`config.mk`:
```
export PLATFORM = sky130hd
export DESIGN_NAME = spi_cap_overlay
export DESIGN_NICKNAME = d
export VERILOG_FILES = /design/src/rtl/spi_cap_pkg.sv /design/src/rtl/spi_cap_ctl.sv /design/src/rtl/spi_cap_edge.sv /design/src/rtl/spi_cap_packer.sv /design/src/rtl/spi_cap_ring.sv /design/src/rtl/spi_cap_overlay.sv
export SDC_FILE = /design/constraint.sdc
export NUM_CORES = 2
export LEC_CHECK = 0
export BUFFER_PORTS_ARGS = -buffer_cell sky130_fd_sc_hd__buf_2
export CAP_MARGIN = 20
export CORE_MARGIN = 2
export CORE_UTILIZATION = 50
export DETAILED_ROUTE_END_ITERATION = 6
export MAX_ROUTING_LAYER = met4
export PLACE_DENSITY = 0.68
export SETUP_SLACK_MARGIN = 0.02
export SYNTH_ARGS = -nofsm -noshare
export SYNTH_HDL_FRONTEND = slang
export SYNTH_HIERARCHICAL = 1
export SYNTH_SLANG_ARGS = --single-unit
```
`constraint.sdc`:
```
create_clock -name clk -period 3.58 [get_ports clk]
set_clock_uncertainty 0.05 [all_clocks]
set_input_delay 0.537 -clock clk [delete_from_list [all_inputs] [get_ports clk]]
set_output_delay 0.537 -clock clk [all_outputs]
set_load 0.01 [all_outputs]
```
`src/rtl/spi_cap_pkg.sv`:
```
package spi_cap_pkg;

    localparam int CTL_W    = 12;
    localparam int NUM_SEL  = 4;
    localparam int CPOL_BIT = 2;
    localparam int RXEN_BIT = 4;
    localparam int HOLD_LSB = 6;
    localparam int SRST_BIT = 11;
    localparam int BYTE_W   = 8;
    localparam int BCNT_W   = $clog2(BYTE_W);

    typedef struct packed {
        logic               srst;
        logic [NUM_SEL-1:0] hold;
        logic               rx_en;
        logic               cap_pol;
    } ctl_t;

endpackage

```
`src/rtl/spi_cap_ctl.sv`:
```
module spi_cap_ctl
    import spi_cap_pkg::*;
(
    input  logic             clk,
    input  logic             rst_n,
    input  logic             cfg_we,
    input  logic [CTL_W-1:0] cfg_wdata,
    output ctl_t             ctl_o
);

    ctl_t ctl_d, ctl_q;
    logic unused_cfg_bits;

    assign unused_cfg_bits = ^{cfg_wdata[1:0], cfg_wdata[3], cfg_wdata[5], cfg_wdata[10]};

    always_comb begin
        ctl_d = ctl_q;
        if (cfg_we) begin
            ctl_d.cap_pol = cfg_wdata[CPOL_BIT];
            ctl_d.rx_en   = cfg_wdata[RXEN_BIT];
            ctl_d.hold    = cfg_wdata[HOLD_LSB +: NUM_SEL];
            ctl_d.srst    = cfg_wdata[SRST_BIT];
        end
    end

    always_ff @(posedge clk or negedge rst_n) begin
        if (!rst_n) ctl_q <= '0;
        else        ctl_q <= ctl_d;
    end

    assign ctl_o = ctl_q;

endmodule

```
`src/rtl/spi_cap_edge.sv`:
```
module spi_cap_edge #(
    parameter int NUM_SEL = 4,
    parameter int SYNC    = 2
) (
    input  logic               clk,
    input  logic               rst_n,
    input  logic               sclk_i,
    input  logic               sdi_i,
    input  logic [NUM_SEL-1:0] sel_n_i,
    input  logic               cap_pol_i,
    output logic               cap_stb_o,
    output logic               bit_o,
    output logic               act_o,
    output logic               end_o
);

    typedef struct packed {
        logic [SYNC-1:0] sclk;
        logic [SYNC-1:0] sdi;
        logic [SYNC-1:0] act;
        logic            sclk_prev;
        logic            act_prev;
    } edge_t;

    edge_t st_d, st_q;

    always_comb begin
        st_d           = st_q;
        st_d.sclk      = {st_q.sclk[SYNC-2:0], sclk_i};
        st_d.sdi       = {st_q.sdi[SYNC-2:0], sdi_i};
        st_d.act       = {st_q.act[SYNC-2:0], ~&sel_n_i};
        st_d.sclk_prev = st_q.sclk[SYNC-1];
        st_d.act_prev  = st_q.act[SYNC-1];
    end

    always_ff @(posedge clk or negedge rst_n) begin
        if (!rst_n) st_q <= '0;
        else        st_q <= st_d;
    end

    assign act_o     = st_q.act[SYNC-1];
    assign bit_o     = st_q.sdi[SYNC-1];
    assign end_o     = st_q.act_prev && !st_q.act[SYNC-1];
    assign cap_stb_o = st_q.act[SYNC-1]
                    && (st_q.sclk[SYNC-1] != st_q.sclk_prev)
                    && (st_q.sclk[SYNC-1] == cap_pol_i);

endmodule

```
`src/rtl/spi_cap_packer.sv`:
```
module spi_cap_packer
    import spi_cap_pkg::*;
#(
    parameter int WORDS = 32,
    parameter int LANES = 8,
    localparam int PTR_W  = $clog2(WORDS),
    localparam int LANE_W = $clog2(LANES)
) (
    input  logic              clk,
    input  logic              rst_n,
    input  logic              srst_i,
    input  logic              rx_en_i,
    input  logic              cap_stb_i,
    input  logic              bit_i,
    input  logic              end_i,
    output logic              wr_en_o,
    output logic [PTR_W-1:0]  wr_word_o,
    output logic [LANE_W-1:0] wr_lane_o,
    output logic [BYTE_W-1:0] wr_byte_o,
    output logic [BCNT_W-1:0] bitcnt_o
);

    typedef struct packed {
        logic [BYTE_W-1:0] shreg;
        logic [BCNT_W-1:0] bitcnt;
        logic [LANE_W-1:0] lane;
        logic [PTR_W-1:0]  wptr;
    } pack_t;

    pack_t pk_d, pk_q;
    logic  wr_en;
    logic [BYTE_W-1:0] next_byte;

    // first wire bit shifts down to bit 0 after a full byte
    assign next_byte = {bit_i, pk_q.shreg[BYTE_W-1:1]};

    always_comb begin
        pk_d  = pk_q;
        wr_en = 1'b0;
        if (srst_i) begin
            pk_d = '0;
        end else if (rx_en_i) begin
            if (end_i) begin
                pk_d.bitcnt = '0;
                if (pk_q.lane != '0) begin
                    pk_d.lane = '0;
                    pk_d.wptr = pk_q.wptr + 1'b1;
                end
            end else if (cap_stb_i) begin
                pk_d.shreg  = next_byte;
                pk_d.bitcnt = pk_q.bitcnt + 1'b1;
                if (pk_q.bitcnt == BCNT_W'(BYTE_W - 1)) begin
                    wr_en     = 1'b1;
                    pk_d.lane = pk_q.lane + 1'b1;
                    if (pk_q.lane == LANE_W'(LANES - 1)) begin
                        pk_d.wptr = pk_q.wptr + 1'b1;
                    end
                end
            end
        end
    end

    always_ff @(posedge clk or negedge rst_n) begin
        if (!rst_n) pk_q <= '0;
        else        pk_q <= pk_d;
    end

    assign wr_en_o   = wr_en;
    assign wr_word_o = pk_q.wptr;
    assign wr_lane_o = pk_q.lane;
    assign wr_byte_o = next_byte;
    assign bitcnt_o  = pk_q.bitcnt;

endmodule

```
`src/rtl/spi_cap_ring.sv`:
```
module spi_cap_ring
    import spi_cap_pkg::*;
#(
    parameter int WORDS = 32,
    parameter int LANES = 8,
    localparam int PTR_W  = $clog2(WORDS),
    localparam int LANE_W = $clog2(LANES),
    localparam int DATA_W = LANES * BYTE_W
) (
    input  logic              clk,
    input  logic              wr_en_i,
    input  logic [PTR_W-1:0]  wr_word_i,
    input  logic [LANE_W-1:0] wr_lane_i,
    input  logic [BYTE_W-1:0] wr_byte_i,
    input  logic [PTR_W-1:0]  rd_idx_i,
    output logic [DATA_W-1:0] rd_data_o
);

    logic [DATA_W-1:0] mem_q [WORDS];

    always_ff @(posedge clk) begin
        if (wr_en_i) begin
            mem_q[wr_word_i][wr_lane_i * BYTE_W +: BYTE_W] <= wr_byte_i;
        end
    end

    assign rd_data_o = mem_q[rd_idx_i];

endmodule

```
`src/rtl/spi_cap_overlay.sv`:
```
module spi_cap_overlay
    import spi_cap_pkg::*;
#(
    parameter int WORDS = 32,
    parameter int LANES = 8,
    parameter int SYNC  = 2,
    localparam int PTR_W  = $clog2(WORDS),
    localparam int LANE_W = $clog2(LANES),
    localparam int DATA_W = LANES * BYTE_W
) (
    input  logic               clk,
    input  logic               rst_n,
    input  logic               cfg_we,
    input  logic [CTL_W-1:0]   cfg_wdata,
    input  logic               sclk_i,
    input  logic               sdi_i,
    input  logic [NUM_SEL-1:0] sel_n_i,
    output logic [NUM_SEL-1:0] sel_n_o,
    input  logic [PTR_W-1:0]   rd_idx,
    output logic [DATA_W-1:0]  rd_data
);

    ctl_t              ctl_q;
    logic              srst, rx_en;
    logic              cap_stb, cap_bit, sel_act, sel_end;
    logic              wr_en;
    logic [PTR_W-1:0]  wptr;
    logic [LANE_W-1:0] lane;
    logic [BYTE_W-1:0] wr_byte;
    logic [BCNT_W-1:0] bitcnt;

    assign srst  = ctl_q.srst;
    assign rx_en = ctl_q.rx_en;

    spi_cap_ctl u_ctl (
        .clk       (clk),
        .rst_n     (rst_n),
        .cfg_we    (cfg_we),
        .cfg_wdata (cfg_wdata),
        .ctl_o     (ctl_q)
    );

    spi_cap_edge #(.NUM_SEL(NUM_SEL), .SYNC(SYNC)) u_edge (
        .clk       (clk),
        .rst_n     (rst_n),
        .sclk_i    (sclk_i),
        .sdi_i     (sdi_i),
        .sel_n_i   (sel_n_i),
        .cap_pol_i (ctl_q.cap_pol),
        .cap_stb_o (cap_stb),
        .bit_o     (cap_bit),
        .act_o     (sel_act),
        .end_o     (sel_end)
    );

    spi_cap_packer #(.WORDS(WORDS), .LANES(LANES)) u_pack (
        .clk       (clk),
        .rst_n     (rst_n),
        .srst_i    (srst),
        .rx_en_i   (rx_en),
        .cap_stb_i (cap_stb),
        .bit_i     (cap_bit),
        .end_i     (sel_end),
        .wr_en_o   (wr_en),
        .wr_word_o (wptr),
        .wr_lane_o (lane),
        .wr_byte_o (wr_byte),
        .bitcnt_o  (bitcnt)
    );

    spi_cap_ring #(.WORDS(WORDS), .LANES(LANES)) u_ring (
        .clk       (clk),
        .wr_en_i   (wr_en),
        .wr_word_i (wptr),
        .wr_lane_i (lane),
        .wr_byte_i (wr_byte),
        .rd_idx_i  (rd_idx),
        .rd_data_o (rd_data)
    );

    // per-select hold: a set hold bit forces the select low
    for (genvar g = 0; g < NUM_SEL; g++) begin : g_hold
        assign sel_n_o[g] = sel_n_i[g] & ~ctl_q.hold[g];
    end

endmodule

```
==> results.txt <==
----------------------------------------------------
[Status]
  Result of the run ... finished, final reports clean

[Power]
  Max VDD drop ... 0.000640 V
  Power Dens Cells ... 526 nW/um^2
  Sequential Power Share ... 54.4%
  Leakage power figure ... 27.9 nW
  Fraction of power consumed by the clock network ... 41.2%
  Gate power share ... 4.3%
  Design internal power ... 38.2 mW
  Power after layout ... 48.7 mW
  Switching power share of the total ... 21.5%
  Switching power ... 10.4 mW

[Setup path]
  Reg2Reg Depth ... 11
  Kind of critical path ... input pin to primary output
  Crit path required time ... 2.99 ns
  Worst Path Max Fanout ... 27
  Worst r2r src ... u_edge/act_o
  First element of the critical path ... rd_idx[2]
  Slack of the worst reg-to-reg path ... 0.32 ns
  Startpoint types ... input pin
  Type of destination of the critical path ... primary output
  Data arrival at the endpoint of the critical path ... 2.85 ns
  FF-to-FF End ... u_ring/mem_q[31][17]

[Yosys]
  EDFF count, synth ... 2048
  Cell accounting for the most synthesized area ... edfxtp_1
  Synth Flop Type ... edfxtp_1
  Post-synthesis async set-or-reset flop share ... 1.59%
  Synthesized-area fraction occupied by and/or/nand/nor cells ... 3.38%
  Post-synthesis share of cell area spent on xor and xnor gates ... 0%
  Synth Cell Area ... 79800 sq um
  Top post-synthesis cells by count ... edfxtp_1 (2048), mux4_2 (504), nor2_1 (277)
  Register bit count reported by yosys ... 2081
  Sequential area share after synthesis ... 78.1%
  Most used standard cell by instance count after synthesis ... edfxtp_1
  Cell types with the largest area share after synthesis ... edfxtp_1 (77%), mux4_2 (14%), o22ai_1 (1.9%)
  Largest family of logic cells by synthesized area ... multiplexers
  Yosys Warn Count ... 6
  Complex-gate fraction of the synthesized area ... 2.28%
  Adder and majority cell fraction of the synthesized area ... 0.125%
  Count of distinct cell types in the synthesized netlist ... 59
  Multiplexer share of the synthesized area ... 14.6%
  Area share of the leading cell type in the synthesized netlist ... 77.0%
  Average size of a mapped cell ... 21.9 sq um
  Mapped Cells ... 3654
  Post-synth net total ... 3688

[Worst hold path]
  Start point of the worst min-delay path ... cfg_we
  Worst Hold Depth ... 2
  Hold Crit Class ... input pin to register
  Endpoint of the worst hold-timing path ... u_ctl/ctl_o[3]

[Clocking]
  Clock slew at reported path FFs ... 0.06 ns
  Maximum level of the CTS H-tree ... 4
  Buffers from clock root to sink, at most ... 3
  CTS tree ... done
  Insertion delay to the later sink of the worst-skew pair ... 0.83 ns
  Root buffer cell ... clkbuf_16
  Clock net sink count ... 2081
  Clock buffers created by TritonCTS ... 202
  Setup Fix Bufs, Post-CTS ... 0
  Post_cts resized ... 0

[STA]
  Final setup fails ... 0
  Pins over their slew limit ... 0
  Period utilisation layout ... 96.1%
  Worst max-slew margin expressed relative to the limit ... 21.6%
  Final critical path time including I/O delays and setup ... 3.44 ns
  Transition time of the tightest slew-check pin ... 1.17 ns
  Setup TNS ... 0 ns
  Final hold vios ... 0
  Achievable clock frequency ... 291 MHz
  RSZ-0062 raised after global routing ... false

[Global routing]
  Total gr overflow ... 0
  Wire length of the first global-routing pass ... 289000 microns
  Number of global-route vias before repair ... 40600
  Pin count of the biggest net entering global routing ... 74
  Total routing resource utilization after global routing ... 25.6%
  Initial antenna violation count ... 11

[Detailed routing]
  Total via count after detailed routing ... 40800
  Total length of routed wires ... 201000 microns
  Residual DRC ... 0
  DR iter-0 viols ... 5689
  Antenna-violating nets left ... 0
  Final routed wire length divided by cell count ... 30.8 microns
  Post-detailed-route via-to-cell ratio ... 6.26
  Total iterations of the first detailed-routing run ... 6

[Final layout]
  Final std cell area, no fill ... 92600 sq um
  Nets@finish ... 4309
  Fill cell total of the finished layout ... 11300
  Fraction of layout instances using a drive strength above 1 ... 32.5%
  Area growth from synthesis to final layout ... 15.9%

[Floorplan]
  Total I/O pin count ... 94
  Area of the die ... 163000 sq um
  Effective utilization at floorplan ... 50.4%
  Die H ... 404 microns
  DIE WIDTH ... 404 microns
  Site Rows ... 146
  Core footprint ... 159000 sq um

[Placed design]
  Post-placement cell area ... 86200 sq um
  Final estimated routing congestion in global placement ... 0.839
  Buffers added on ports ... 88
  Detailed placement HPWL ... 124000 microns

[Run]
  Number of maximum-capacitance violations ... 0

----------------------------------------------------
==> power groups by stage <==
stage | clock network (mW) | registers (mW) | logic (mW)
floorplan | 0 | 27.0 | 1.02
global placement | 0 | 27.0 | 2.05
detailed placement | 0 | 27.0 | 2.07
CTS | 20.3 | 26.5 | 2.08
global route | 21.3 | 26.5 | 2.16
finish | 20.1 | 26.5 | 2.11
==> how the worst max path moves through the flow <==
stage	end	slack [ns]	cells after the start
floorplan	u_ring/mem_q[0][29]	0.19	6
global placement	rd_data[18]	0.12	8
detailed placement	rd_data[18]	0.12	8
CTS	rd_data[18]	0.11	8
global route	rd_data[18]	0.14	8
finish	rd_data[18]	0.14	8
==> layout by cell type, fill, tap and decap left out, drive strengths merged, types with 3 or more instances in the layout <==
cell	count
nor3b	7
or2	3
o21ai	5
a22oi	4
diode	14
mux2	13
or3	4
nor4	62
and2	59
clkinv	104
edfxtp	2048
nor2b	11
nand3	13
nand2	58
dlygate4sd3	12
ha	8
inv	17
bufinv	10
nor4b	9
mux2i	16
nor2	277
o22ai	248
buf	607
nor3	5
nand3b	6
o211ai	4
dfrtp	33
mux4	504
nand4	5
a21oi	7
clkbuf	241
nand2b	10
a21o	8
==> final cells by class <==
class,instances,area [sq um],area share [%]
flip-flops and latches,2081,62300,67.3
multi-input cells,1361,16400,17.7
clock buffers,240,5260,5.68
repair buffers,620,5030,5.43
well taps,2072,2590,2.80
clock inverters,124,926,1.00
diodes,14,35.0,0.0378
inverters,9,33.8,0.0365
==> flip-flops by register name, summed over array words and instances (netlist names) <==
register and flops:
u_edge/st_d 4, u_ring/mem_q 2048, u_pack/wr_word_o 5, u_edge/act_o 1, u_edge/st_q 2, u_edge/bit_o 1, u_pack/bitcnt_o 3, u_pack/wr_byte_o 7
u_ctl/ctl_o 7, u_pack/wr_lane_o 3
==> cells by family after synthesis <==
logic type	count (synthesis)
multiplexers	533
adder cells (fa/ha/maj)	8
AO/OA/AOI/OAI	284
AND/OR/NAND/NOR	536
buffers and inverters	212
flip-flops	2081
==> stage by stage <==
step | hold WS [ns] | cells | setup WS [ns] | util (%)
2_1_floorplan | 0.191 | 3654 | 0.187 | -
3_3_place_gp | 0.282 | 6130 | 0.118 | 54.4
3_5_place_dp | 0.291 | 6131 | 0.119 | 54.4
4_1_cts | 0.0480 | 6507 | 0.112 | 58.4
5_1_grt | 0.0667 | 6514 | 0.138 | 58.4
6_report | 0.103 | 6521 | 0.139 | 58.4
==> repair_timing <==
action	CTS	global route
hold buffers	12	0
endpoints found under the setup margin	0	0
endpoints found under the hold margin	43	0
==> critical path, cell delays in order <==
cell     delay [ns]
buf_8          0.26
buf_12         0.25
buf_4          0.39
mux4_2         0.27
o22ai_1        0.13
nor4_1         0.60
buf_4          0.23
buf_2          0.13
==> per-layer routing <==
| metal | track usage, % | wire, microns |
|---|---|---|
| met5 | - | 0 |
| met4 | 7.46 | 5450 |
| met3 | 5.58 | 21400 |
| met2 | 38.3 | 95200 |
| met1 | 36.0 | 78900 |
Note: power is estimated with default switching activity, not from simulation.
